`src/rtl/pic_pkg.sv`:
```
package pic_pkg;
  localparam int NUM_IN = 8;
  localparam int DATA_W = 8;
  localparam int IDX_W  = $clog2(NUM_IN);
  localparam int BASE_W = DATA_W - IDX_W;

  typedef struct packed {
    logic             initClr;
    logic             eoiStb;
    logic [IDX_W-1:0] eoiLvl;
  } ctrl_strobes_t;

  typedef enum logic [1:0] {ST_RUN, ST_W2, ST_W3, ST_W4} init_state_t;
endpackage

```
`src/rtl/pic_ctrl.sv`:
```
module pic_ctrl
  import pic_pkg::*;
(
  input  logic                 clk,
  input  logic                 rstN,
  input  logic                 busWr,
  input  logic                 busAddr,
  input  logic [DATA_W-1:0]    busWrData,
  input  logic                 masterMode,
  input  logic [NUM_IN-1:0]    irrVec,
  input  logic [NUM_IN-1:0]    isrVec,
  output logic [DATA_W-1:0]    busRdData,
  output ctrl_strobes_t        strobes,
  output logic [NUM_IN-1:0]    maskVec,
  output logic [BASE_W-1:0]    vecBase,
  output logic [NUM_IN-1:0]    casEn,
  output logic                 aeoiEn,
  output logic                 cfgBusy
);
  init_state_t       state;
  logic              singleMode;
  logic              needW4;
  logic              readIsr;
  logic [NUM_IN-1:0] casMap;
  logic              cmdWr;
  logic              dataWr;
  logic              startInit;

  assign cmdWr     = busWr && !busAddr;
  assign dataWr    = busWr && busAddr;
  assign startInit = cmdWr && busWrData[4];

  always_ff @(posedge clk) begin
    if (!rstN) begin
      state      <= ST_RUN;
      singleMode <= 1'b1;
      needW4     <= 1'b0;
      aeoiEn     <= 1'b0;
      readIsr    <= 1'b0;
      casMap     <= '0;
      maskVec    <= '1;
      vecBase    <= '0;
    end else if (startInit) begin
      state      <= ST_W2;
      singleMode <= busWrData[1];
      needW4     <= busWrData[0];
      aeoiEn     <= 1'b0;
      readIsr    <= 1'b0;
      casMap     <= '0;
    end else if (dataWr) begin
      case (state)
        ST_W2: begin
          vecBase <= busWrData[DATA_W-1:IDX_W];
          if (!singleMode) state <= ST_W3;
          else if (needW4) state <= ST_W4;
          else             state <= ST_RUN;
        end
        ST_W3: begin
          casMap <= busWrData[NUM_IN-1:0];
          state  <= needW4 ? ST_W4 : ST_RUN;
        end
        ST_W4: begin
          aeoiEn <= busWrData[1];
          state  <= ST_RUN;
        end
        default: maskVec <= busWrData[NUM_IN-1:0];
      endcase
    end else if (cmdWr && state == ST_RUN && busWrData[3] && busWrData[1]) begin
      readIsr <= busWrData[0];
    end
  end

  always_comb begin
    strobes.initClr = startInit;
    strobes.eoiStb  = cmdWr && !busWrData[4] && !busWrData[3] &&
                      (busWrData[7:5] == 3'b011) && (state == ST_RUN);
    strobes.eoiLvl  = busWrData[IDX_W-1:0];
  end

  assign casEn     = (!singleMode && masterMode) ? casMap : '0;
  assign cfgBusy   = (state != ST_RUN);
  assign busRdData = busAddr ? maskVec : (readIsr ? isrVec : irrVec);
endmodule

```
`src/rtl/pic_datapath.sv`:
```
module pic_datapath
  import pic_pkg::*;
(
  input  logic                 clk,
  input  logic                 rstN,
  input  ctrl_strobes_t        strobes,
  input  logic [NUM_IN-1:0]    irqReq,
  input  logic [NUM_IN-1:0]    maskVec,
  input  logic [BASE_W-1:0]    vecBase,
  input  logic [NUM_IN-1:0]    casEn,
  input  logic                 aeoiEn,
  input  logic                 ackPulse,
  input  logic [DATA_W-1:0]    cascVec,
  output logic [NUM_IN-1:0]    irrVec,
  output logic [NUM_IN-1:0]    isrVec,
  output logic                 intReq,
  output logic [DATA_W-1:0]    vecOut,
  output logic                 vecValid,
  output logic [DATA_W-1:0]    nextVec,
  output logic                 cascAck
);
  logic [NUM_IN-1:0] irqPrev;
  logic [NUM_IN-1:0] eligible;
  logic [NUM_IN-1:0] takeMask;
  logic [NUM_IN-1:0] eoiMask;
  logic [IDX_W-1:0]  winIdx;
  logic              found;
  logic              blocked;
  logic              winValid;
  logic              ackTake;

  // fixed priority: lowest index wins, blocked by equal or more urgent service
  always_comb begin
    eligible = irrVec & ~maskVec;
    found    = 1'b0;
    winIdx   = '0;
    for (int i = NUM_IN - 1; i >= 0; i--) begin
      if (eligible[i]) begin
        found  = 1'b1;
        winIdx = IDX_W'(i);
      end
    end
    blocked = 1'b0;
    for (int j = 0; j < NUM_IN; j++) begin
      if (isrVec[j] && (IDX_W'(j) <= winIdx)) blocked = 1'b1;
    end
    winValid = found && !blocked;
  end

  assign ackTake  = ackPulse && winValid;
  assign takeMask = (ackTake && !aeoiEn) ? (NUM_IN'(1) << winIdx) : '0;
  assign eoiMask  = strobes.eoiStb ? (NUM_IN'(1) << strobes.eoiLvl) : '0;
  assign intReq   = winValid;
  assign cascAck  = ackTake && casEn[winIdx];
  assign nextVec  = {vecBase, (winValid ? winIdx : IDX_W'(NUM_IN - 1))};

  always_ff @(posedge clk) begin
    if (!rstN) irqPrev <= '0;
    else       irqPrev <= irqReq;
  end

  for (genvar gi = 0; gi < NUM_IN; gi++) begin : g_req
    logic reqBit;
    always_ff @(posedge clk) begin
      if (!rstN || strobes.initClr)            reqBit <= 1'b0;
      else if (!irqReq[gi])                    reqBit <= 1'b0;
      else if (!irqPrev[gi])                   reqBit <= 1'b1;
      else if (ackTake && winIdx == IDX_W'(gi)) reqBit <= 1'b0;
    end
    assign irrVec[gi] = reqBit;
  end

  always_ff @(posedge clk) begin
    if (!rstN || strobes.initClr) isrVec <= '0;
    else                          isrVec <= (isrVec & ~eoiMask) | takeMask;
  end

  always_ff @(posedge clk) begin
    if (!rstN) begin
      vecOut   <= '0;
      vecValid <= 1'b0;
    end else begin
      vecValid <= ackPulse;
      if (ackPulse) vecOut <= (winValid && casEn[winIdx]) ? cascVec : nextVec;
    end
  end
endmodule

```
`src/rtl/prio_irq_ctrl.sv`:
```
module prio_irq_ctrl
  import pic_pkg::*;
(
  input  logic              clk,
  input  logic              rstN,
  input  logic              busWr,
  input  logic              busAddr,
  input  logic [DATA_W-1:0] busWrData,
  output logic [DATA_W-1:0] busRdData,
  input  logic [NUM_IN-1:0] irqReq,
  input  logic              masterMode,
  output logic              intReq,
  input  logic              ackPulse,
  output logic [DATA_W-1:0] vecOut,
  output logic              vecValid,
  output logic [DATA_W-1:0] nextVec,
  input  logic [DATA_W-1:0] cascVec,
  output logic              cascAck
);
  ctrl_strobes_t     strobes;
  logic [NUM_IN-1:0] maskVec;
  logic [NUM_IN-1:0] irrVec;
  logic [NUM_IN-1:0] isrVec;
  logic [NUM_IN-1:0] casEn;
  logic [BASE_W-1:0] vecBase;
  logic              aeoiEn;
  logic              cfgBusy;

  pic_ctrl u_ctrl (
    .clk(clk), .rstN(rstN), .busWr(busWr), .busAddr(busAddr),
    .busWrData(busWrData), .masterMode(masterMode), .irrVec(irrVec),
    .isrVec(isrVec), .busRdData(busRdData), .strobes(strobes),
    .maskVec(maskVec), .vecBase(vecBase), .casEn(casEn),
    .aeoiEn(aeoiEn), .cfgBusy(cfgBusy)
  );

  pic_datapath u_dp (
    .clk(clk), .rstN(rstN), .strobes(strobes), .irqReq(irqReq),
    .maskVec(maskVec), .vecBase(vecBase), .casEn(casEn), .aeoiEn(aeoiEn),
    .ackPulse(ackPulse), .cascVec(cascVec), .irrVec(irrVec),
    .isrVec(isrVec), .intReq(intReq), .vecOut(vecOut),
    .vecValid(vecValid), .nextVec(nextVec), .cascAck(cascAck)
  );
endmodule

```
`config.mk`:
```
export PLATFORM = sky130hd
export DESIGN_NAME = prio_irq_ctrl
export DESIGN_NICKNAME = d
export VERILOG_FILES = /design/src/rtl/pic_pkg.sv /design/src/rtl/pic_ctrl.sv /design/src/rtl/pic_datapath.sv /design/src/rtl/prio_irq_ctrl.sv
export SDC_FILE = /design/constraint.sdc
export NUM_CORES = 1
export LEC_CHECK = 0
export ABC_AREA = 1
export BUFFER_PORTS_ARGS = -buffer_cell sky130_fd_sc_hd__buf_4
export CORE_MARGIN = 4
export CORE_UTILIZATION = 55
export DETAILED_ROUTE_END_ITERATION = 8
export HOLD_SLACK_MARGIN = 0.03
export PLACE_DENSITY = 0.82
export SETUP_SLACK_MARGIN = 0.5
export SLEW_MARGIN = 20
export SYNTH_ARGS = -nofsm -noshare
export SYNTH_HDL_FRONTEND = slang
export SYNTH_SLANG_ARGS = --single-unit
export TNS_END_PERCENT = 5
```
`constraint.sdc`:
```
create_clock -name clk -period 2.65 [get_ports clk]
set_input_delay 0.3975 -clock clk [delete_from_list [all_inputs] [get_ports clk]]
set_output_delay 0.3975 -clock clk [all_outputs]
set_load 0.005 [all_outputs]
```
==> run_results.csv, run 1 <==
group,metric,value,unit
run_status,status,"completed",
sta,finClkSkew,0.00760,ns
clock_tree,clock_sinks,60,
drt,ant_nets,0,
die,initial_utilization,0.580,
global_routing,grt_max_degree,27,
sta,worst_pin_slew,0.591,ns
setup_path,path_cells,"inv_1 > nand2_2 > nand2_4 > nor2_4 > nand2_4 > buf_6 > nor2_4 > nand2_2 > nand2_1 > a21oi_2 > nor2_4 > buf_6 > nand2_1 > buf_4",
setup_path,worstSetupPathType,"reg2out",
clock_tree,cts_hold_buf,0,
synthesis,synth_flop_cell,"dfxtp_1",
synthesis,synth_area,3020,µm²
sta,fmaxAchievable,405,MHz
global_routing,grt_overflow,0,
placed_design,gp_congestion,0.916,
clock_tree,htree_levels,3,
global_routing,antenna_found_initial,0,
clock_tree,cts_root_buffer,"clkbuf_8",
sta,final_hold_viol_count,0,
layout,layout-drive-gt1-share,0.303,
clock_tree,numCtsBuffers,9,
layout,fillers,417,
pwr,powerDensity,526,nW/µm²
synthesis,yosys-top-cells-area,"dfxtp_1, nand2_1, a21oi_1",
sta,finalCriticalPeriod,2.47,ns
sta,final.setup.tns,0,ns
drt,drtPass1Iterations,5,
synthesis,ys_seq_area_frac,0.398,
setup_path,worst_setup_path_end_kind,"primary output",
layout,syn_to_final_growth,33.1,%
synthesis,synth_edf_count,0,
die,fp.dieH,82.1,µm
synthesis,ys_warn_count,0,
placed_design,dp_hpwl,7020,µm
clock_tree,cts.clk_slew.worst_paths,0.07,ns
die,io_pins,57,
clock_tree,clock_latency,0.34,ns
die,die_area,6740,µm²
setup_path,crit_required,2.25,ns
synthesis,syn_nets,471,
drt,drt_iter0_markers,293,
hold_path,min_path_type,"in2reg",
layout,multi_input_area,1630,µm²
placed_design,io_buffers,56,
synthesis,synth_area_leader_cell,"dfxtp_1",
setup_path,worst_path_most_repeated_cell,"nor2_4",
synthesis,synthCells,441,
die,row_count,26,
sta,slew_headroom,0.604,
synthesis,avgSynthCellArea,6.85,µm²
flow_run,max_cap_violations,0,
pwr,ir_worst_vdd,0.466,mV
global_routing,gr-usage-all-layers,0.298,
drt,routed_wirelength,9710,µm
layout,antenna_cells,0,
global_routing,grt_pass1_vias,3112,
global_routing,grt_pass1_wl,15000,µm
drt,drcViolationCount,0,
setup_path,cp-start-kind,"register",
drt,vias_per_cell,5.60,
clock_tree,clk_path_buf_depth,2,
sta,fin_crit_sh,0.932,
setup_path,cp_data_arrival_time,2.07,ns
synthesis,yosysMostFrequentCell,"nand2_1",
synthesis,synth_top_area_share,0.398,
sta,finalSetupViolCount,0,
clock_tree,cts_tree,"done",
drt,avgRoutedWirePerCell,16.1,µm
layout,seqCellArea,1210,µm²
drt,vias,3383,
synthesis,ys_types,31,
sta,finalMaxSlewViolations,0,
die,dieWidth,82.1,µm
pwr,fin_total_pwr,2110,µW
pwr,p_leak,0.00192,µW
synthesis,synthTopCellsByCount,"nand2_1, dfxtp_1, inv_1",
die,core_area,5200,µm²
layout,nNetsFinal,559,
synthesis,ys_ff_latch,60,
sta,rsz0062_at_grt,"yes",
setup_path,crit_path_max_fanout,5,
setup_path,max_stage_delay,0.31,ns
setup_path,crit_slowest_cell,"dfxtp_1",
synthesis,async_flop_share,0,
==> final cells by class <==
cell class,instances,area share
Tap cell,70,0.0218
Clock buffer,11,0.0352
Multi-Input combinational cell,308,0.406
Timing Repair Buffer,90,0.173
Inverter,60,0.0567
Sequential cell,60,0.301
Clock inverter,5,0.00685
==> through the flow <==
stage	setup WS [ns]	hold WS, ns	utilization	instances	area (µm²)
global placement	0.334	0.387	0.681	565	3540
finish	0.181	0.246	0.772	604	4020
detailed placement	0.340	0.394	0.681	565	3540
floorplan	0.673	0.385	-	441	3020
CTS	0.176	0.237	0.751	596	3910
global route	0.0608	0.249	0.772	604	4020
==> flip-flops by register name, summed over array words and instances, names as in the netlist, 2 cells and up <==
signal	flops
u_ctrl.state	2
u_dp.irqPrev	8
u_dp.vecOut	8
u_dp.g_req.reqBit	8
u_ctrl.vecBase	5
u_ctrl.casMap	8
u_ctrl.maskVec	8
u_dp.isrVec	8
==> cells in the final DEF (no fill, tap or decap), types with 2 or more instances in the layout <==
cell      instances
nor2_4            3
nand2_4          12
nand2_2          15
buf_4            86
nand4_1          11
nor3_1            3
a22oi_1           5
inv_2             9
nand3_2           4
clkbuf_8         10
o211ai_1          8
dfxtp_1          53
nor2_2            2
clkinv_1          2
dfxtp_2           7
nor2_1           26
nand3_1          25
clkinv_2          4
inv_1            48
o21ai_0          22
buf_6             3
o41ai_1           8
a21oi_1          48
nand3b_1          2
nand2_1         107
==> worst max-delay path: cells and delay by family, from the launching register on <==
kind	cells	cell delay (ns)
AO/OA/AOI/OAI	1	0.06
buffers and inverters	4	0.46
AND/OR/NAND/NOR	9	0.90
flip-flops	1	0.31
==> final timing paths <==
path              slack, ns                    to         startpoint  depth (start not counted)
hold / removal         0.25       u_dp.irqPrev[1]          irqReq[1]                          3
hold reg to reg        0.39  u_dp.g_req[6].reqBit    u_dp.irqPrev[6]                          1
setup / recovery       0.18            nextVec[0]  u_ctrl.maskVec[1]                         14
setup reg to reg       0.42        u_dp.vecOut[4]  u_ctrl.maskVec[1]                         16
==> routing by layer <==
metal  track usage  up-vias  share of wire
li1              -     1631              -
met1         0.355     1525           0.41
met2         0.517      191           0.49
met3        0.0477       36          0.073
met4         0.154        0          0.031
met5             0        -              0
==> kinds of logic after synthesis <==
| group | count (synthesis) | synth area share |
|---|---|---|
| AO/OA/AOI/OAI | 96 | 0.187 |
| buffers and inverters | 73 | 0.0961 |
| flip-flops | 60 | 0.398 |
| AND/OR/NAND/NOR | 212 | 0.319 |
==> report_power, final <==
part / total [µW] / switching [µW] / internal, µW
clock network: 721 / 363 / 358
logic: 432 / 243 / 189
registers: 960 / 21.6 / 939
==> timing repair <==
item | in CTS | in global routing
endpoints found under the setup margin | 17 | 29
setup buffers | 15 | 8
resized for setup | 35 | 15
pin swaps | 15 | 17
Note: power is estimated with default switching activity, not from simulation.
==> inputs of run 2 (changes only) <==
Settings changed: CORE_ASPECT_RATIO from default to 1.75.
==> run 2 against run 1 <==
Sequential share of layout area shrank 0.56 points; critical endpoint is now cascAck; largest power group is now clock; cell count grew 1.3%; sequential power is essentially flat.
==> run_results.csv, run 2 (synthesized netlist as in run 1, its figures left out) <==
group,metric,value,unit
die,io_pins,57,
clock_tree,clock_sinks,60,
clock_tree,clk_path_buf_depth,2,
pwr,fin_total_pwr,2380,µW
sta,final_hold_viol_count,0,
sta,final.setup.tns,0,ns
sta,slew_headroom,0.631,
setup_path,worst_path_most_repeated_cell,"nand2_4",
layout,antenna_cells,0,
global_routing,grt_pass1_wl,15100,µm
setup_path,path_buf_inv,4,
pwr,ir_worst_vdd,0.570,mV
sta,worst_pin_slew,0.553,ns
setup_path,crit_required,2.25,ns
hold_path,min_path_type,"in2reg",
global_routing,gr-usage-all-layers,0.289,
sta,fmaxAchievable,386,MHz
global_routing,grt_max_degree,27,
die,initial_utilization,0.570,
sta,finalCriticalPeriod,2.59,ns
die,core_area,5300,µm²
global_routing,antenna_found_initial,0,
setup_path,cp-start-kind,"register",
drt,avgRoutedWirePerCell,16.1,µm
drt,routed_wirelength,9880,µm
flow_run,max_cap_violations,0,
clock_tree,clock_latency,0.35,ns
clock_tree,cts_tree,"done",
drt,drtPass1Iterations,7,
sta,finClkSkew,0.00760,ns
drt,ant_nets,0,
drt,drcViolationCount,0,
global_routing,grt_overflow,0,
die,die_area,6790,µm²
pwr,p_leak,0.00198,µW
layout,layout-drive-gt1-share,0.318,
clock_tree,htree_levels,3,
drt,drt_iter0_markers,173,
placed_design,place_ws,0.221,ns
sta,finalMaxSlewViolations,0,
clock_tree,cts_root_buffer,"clkbuf_8",
setup_path,max_stage_delay,0.32,ns
layout,nNetsFinal,564,
layout,final_cell_mix,"nand2_1, buf_4, dfxtp_1",
run_status,status,"completed",
global_routing,grt_pass1_vias,3311,
placed_design,dp_hpwl,6930,µm
sta,layout_setup_ws,0.0617,ns
layout,syn_to_final_growth,36.2,%
layout,mostFrequentLayoutCell,"nand2_1",
placed_design,io_buffers,56,
setup_path,worstSetupPathType,"reg2out",
setup_path,crit_path_max_fanout,7,
clock_tree,cts.clk_slew.worst_paths,0.07,ns
drt,vias,3399,
setup_path,worst_setup_path_end_kind,"primary output",
sta,finalSetupViolCount,0,
setup_path,cp_top_family,"simple AND/OR/NAND/NOR gates",
clock_tree,cts_hold_buf,0,
die,dieWidth,64.0,µm
setup_path,path_cells,"inv_2 > nand2_2 > nand2_2 > nor2_2 > inv_2 > nand2_4 > buf_6 > nand2_4 > nand2_1 > nand3_1 > nor2_1 > nand3_2 > nor2_4 > nand2_4 > nor2_2 > buf_4",
sta,rsz0062_at_grt,"yes",
die,row_count,35,
sta,fin_crit_sh,0.977,
placed_design,gp_congestion,0.924,
clock_tree,numCtsBuffers,9,
pwr,powerDensity,579,nW/µm²
drt,vias_per_cell,5.55,
setup_path,cp_data_arrival_time,2.19,ns
die,fp.dieH,106,µm
setup_path,crit_slowest_cell,"dfxtp_2",
## run 2: changes by cell type in the layout (fill, tap and decap cells not counted), sizes merged
cell      change
clkinv        -3
bufinv        +2
buf           +5
clkbuf        +1
clkinvlp      -1
## run 2: worst paths after layout
path / endpoint / slack, ns / cells after the start / startpoint
setup / recovery: cascAck / 0.06 / 16 / u_ctrl.maskVec[5]
hold / removal: u_dp.irqPrev[6] / 0.24 / 3 / irqReq[6]
setup reg to reg: u_dp.g_req[7].reqBit / 0.15 / 18 / u_ctrl.maskVec[5]
hold reg to reg: u_dp.g_req[7].reqBit / 0.40 / 1 / u_dp.irqPrev[7]
## run 2: power breakdown
group          total [µW]  internal, µW  leakage [µW]  switching [µW]
clock                 977           603      0.000119             374
sequential            962           939      0.000491            22.7
combinational         441           196       0.00137             245
## run 2: area by class of cell
class / instances / area (µm²)
clock inverter: 3 / 68.8
fill: 426 / 1190
multi-input combinational: 308 / 1620
sequential: 60 / 1210
inverter: 60 / 228
tap: 74 / 92.6
timing repair buffer: 95 / 724
clock buffer: 12 / 165
## run 2: through the flow
| stage | std cells | area [µm²] | hold slack (ns) | utilization |
|---|---|---|---|---|
| 2_1_floorplan | 441 | 3020 | 0.385 | - |
| 3_3_place_gp | 566 | 3530 | 0.389 | 0.666 |
| 3_5_place_dp | 566 | 3530 | 0.394 | 0.666 |
| 4_1_cts | 596 | 3920 | 0.228 | 0.740 |
| 5_1_grt | 612 | 4110 | 0.254 | 0.776 |
| 6_report | 612 | 4110 | 0.236 | 0.776 |
## run 2: layer usage
metal | global-route usage | wire (µm) | up-vias
met3 | 0.0613 | 621 | 55
met2 | 0.531 | 5210 | 154
li1 | - | - | 1639
met5 | 0 | 0 | -
met1 | 0.272 | 3360 | 1551
met4 | 0.213 | 681 | 0
## run 2: repair_timing
item	4_1_cts	5_1_grt
buffers inserted	15	16
gates cloned	0	0
resized for setup	20	31
setup endpoints to repair	29	31
pin swaps	12	18
## run 2: worst register-to-register path, delay by kind of cell (launching register included)
family                 cells  cell delay, ns
AND/OR/NAND/NOR           11            1.07
buffers and inverters      5            0.53
AO/OA/AOI/OAI              2            0.47
flip-flops                 1            0.32
==> inputs of run 3 (changes only) <==
Settings changed: CORE_UTILIZATION 55 to 50, PLACE_DENSITY 0.82 to 0.79.
Clock period 2.65 ns to 2.35 ns, I/O delays scaled along.
==> run 3 against run 2 <==
Critical endpoint unchanged; critical path depth down 3; the run now ends with setup timing left; largest cell class unchanged; highest routed layer unchanged; sequential share of layout area up 0.11 points; cell count grew 0.16%.
==> run_results.csv, run 3 (synthesized netlist as in run 1, its figures left out) <==
group,metric,value,unit
drt,drt_iter0_markers,223,
drt,vias,3404,
global_routing,grt_pass1_vias,3280,
sta,finalSetupViolCount,5,
drt,avgRoutedWirePerCell,15.6,µm
placed_design,dp_hpwl,6790,µm
setup_path,worst_setup_path_end_kind,"primary output",
placed_design,placed_cells,575,
layout,multi_input_area,1660,µm²
flow_run,max_cap_violations,0,
global_routing,grt_pass1_wl,15200,µm
die,die_area,7390,µm²
layout,instances_no_fill,613,
die,io_pins,57,
drt,routed_wirelength,9590,µm
setup_path,max_stage_delay,0.30,ns
drt,drcViolationCount,0,
run_status,violations,"setup timing",
die,dieWidth,66.7,µm
setup_path,cp_data_arrival_time,2.15,ns
layout,mostFrequentLayoutCell,"nand2_1",
drt,vias_per_cell,5.55,
clock_tree,cts.clk_slew.worst_paths,0.07,ns
layout,seqCellArea,1210,µm²
layout,syn_to_final_growth,35.7,%
layout,fillers,500,
sta,final_hold_viol_count,0,
die,fp.dieH,111,µm
hold_path,min_path_type,"in2reg",
setup_path,cp-start-kind,"register",
die,initial_utilization,0.514,
sta,worst_pin_slew,0.534,ns
clock_tree,cts_root_buffer,"clkbuf_8",
sta,finClkSkew,0.00882,ns
hold_path,holdCritStartpoint,"irqReq[5]",
layout,layout-drive-gt1-share,0.331,
global_routing,grt_max_degree,27,
clock_tree,clk_path_buf_depth,2,
clock_tree,clock_latency,0.36,ns
placed_design,gp_congestion,1.02,
global_routing,antenna_found_initial,0,
sta,fmaxAchievable,400,MHz
setup_path,crit_required,2.00,ns
setup_path,cp_top_family,"simple AND/OR/NAND/NOR gates",
clock_tree,cts_hold_buf,0,
sta,hold_ws,0.185,ns
global_routing,grt_overflow,0,
sta,layout_setup_ws,-0.152,ns
pwr,p_leak,0.00191,µW
layout,antenna_cells,0,
setup_path,critPathLaunch,"u_ctrl.maskVec[1]",
setup_path,crit_slowest_cell,"dfxtp_1",
global_routing,gr-usage-all-layers,0.272,
clock_tree,htree_levels,3,
run_status,status,"finished with violations",
placed_design,place_ws,0.122,ns
setup_path,path_cells,"inv_1 > nand2_2 > nand2_4 > nor2_2 > nand2_4 > nor2_4 > nand2_2 > nand2_1 > a21oi_2 > nor2_4 > nand2_4 > nor2_2 > buf_4",
die,row_count,37,
layout,final_cell_mix,"nand2_1, buf_4, dfxtp_1",
sta,fin_crit_sh,1.06,
setup_path,worstSetupPathType,"reg2out",
sta,finalMaxSlewViolations,0,
sta,rsz0062_at_grt,"yes",
clock_tree,cts_tree,"done",
sta,finalCriticalPeriod,2.50,ns
die,core_area,5880,µm²
pwr,ir_worst_vdd,0.496,mV
setup_path,path_buf_inv,2,
setup_path,r2r-start,"u_ctrl.maskVec[1]",
drt,ant_nets,0,
layout,nNetsFinal,560,
setup_path,crit_path_max_fanout,7,
clock_tree,clock_sinks,60,
drt,drtPass1Iterations,5,
placed_design,io_buffers,56,
setup_path,worst_path_most_repeated_cell,"nand2_4",
clock_tree,numCtsBuffers,9,
sta,slew_headroom,0.644,
pwr,powerDensity,603,nW/µm²
==> run 3: cell types whose count changed in the layout (fill, tap and decap cells not counted), moves of 3 or more <==
cell and delta:
a21oi_1 -3, o21ai_2 +3, a21oi_2 +3, o21ai_0 -4, nand2_2 +6, buf_4 -7, clkinv_2 +3, nand2_1 -3
dfxtp_2 -3, nand2_4 -3, nand3_1 -3, clkbuf_8 -3
==> run 3: layer usage <==
layer  vias to the layer above  global-route usage  part of all wire
met4                         0               0.193             0.065
met1                      1525               0.268              0.34
met3                        62              0.0629             0.070
met2                       186               0.474              0.52
li1                       1631                   -                 -
met5                         -                   0                 0
==> run 3: timing repair <==
action	CTS	global route
pin swaps	20	12
setup buffers	16	6
setup endpoints to repair	31	31
gates resized for setup	46	22
==> run 3: final timing paths <==
check	cells after the start	slack [ns]	endpoint
worst max-delay path	13	-0.15	cascAck
worst min-delay path	3	0.19	u_dp.irqPrev[5]
worst max register to register	17	0.03	u_dp.vecOut[3]
worst min register to register	1	0.39	u_dp.g_req[6].reqBit
==> run 3: final cells by class <==
cell class / count / area share
multi-input combinational: 308 / 0.405
inverter: 60 / 0.0562
clock buffer: 11 / 0.0321
timing repair buffer: 91 / 0.173
sequential: 60 / 0.297
tap: 78 / 0.0238
clock inverter: 5 / 0.0128
==> run 3: worst min-delay path, stage by stage <==
cell and delay, ns:
buf_4 0.08, nand2_1 0.04, inv_1 0.04
==> run 3: where the power goes <==
part	switching, µW	internal [µW]	total, µW
logic	284	217	501
registers	23.7	1060	1080
clock network	405	484	889
==> run 3: through the flow <==
stage	area (µm²)	utilization	total power, µW	setup TNS, ns
2_1_floorplan	3030	-	1320	0
3_3_place_gp	3570	0.608	1490	0
3_5_place_dp	3570	0.608	1500	0
4_1_cts	3980	0.678	2450	-0.0146
5_1_grt	4100	0.697	2570	-2.20
6_report	4100	0.697	2470	-0.518
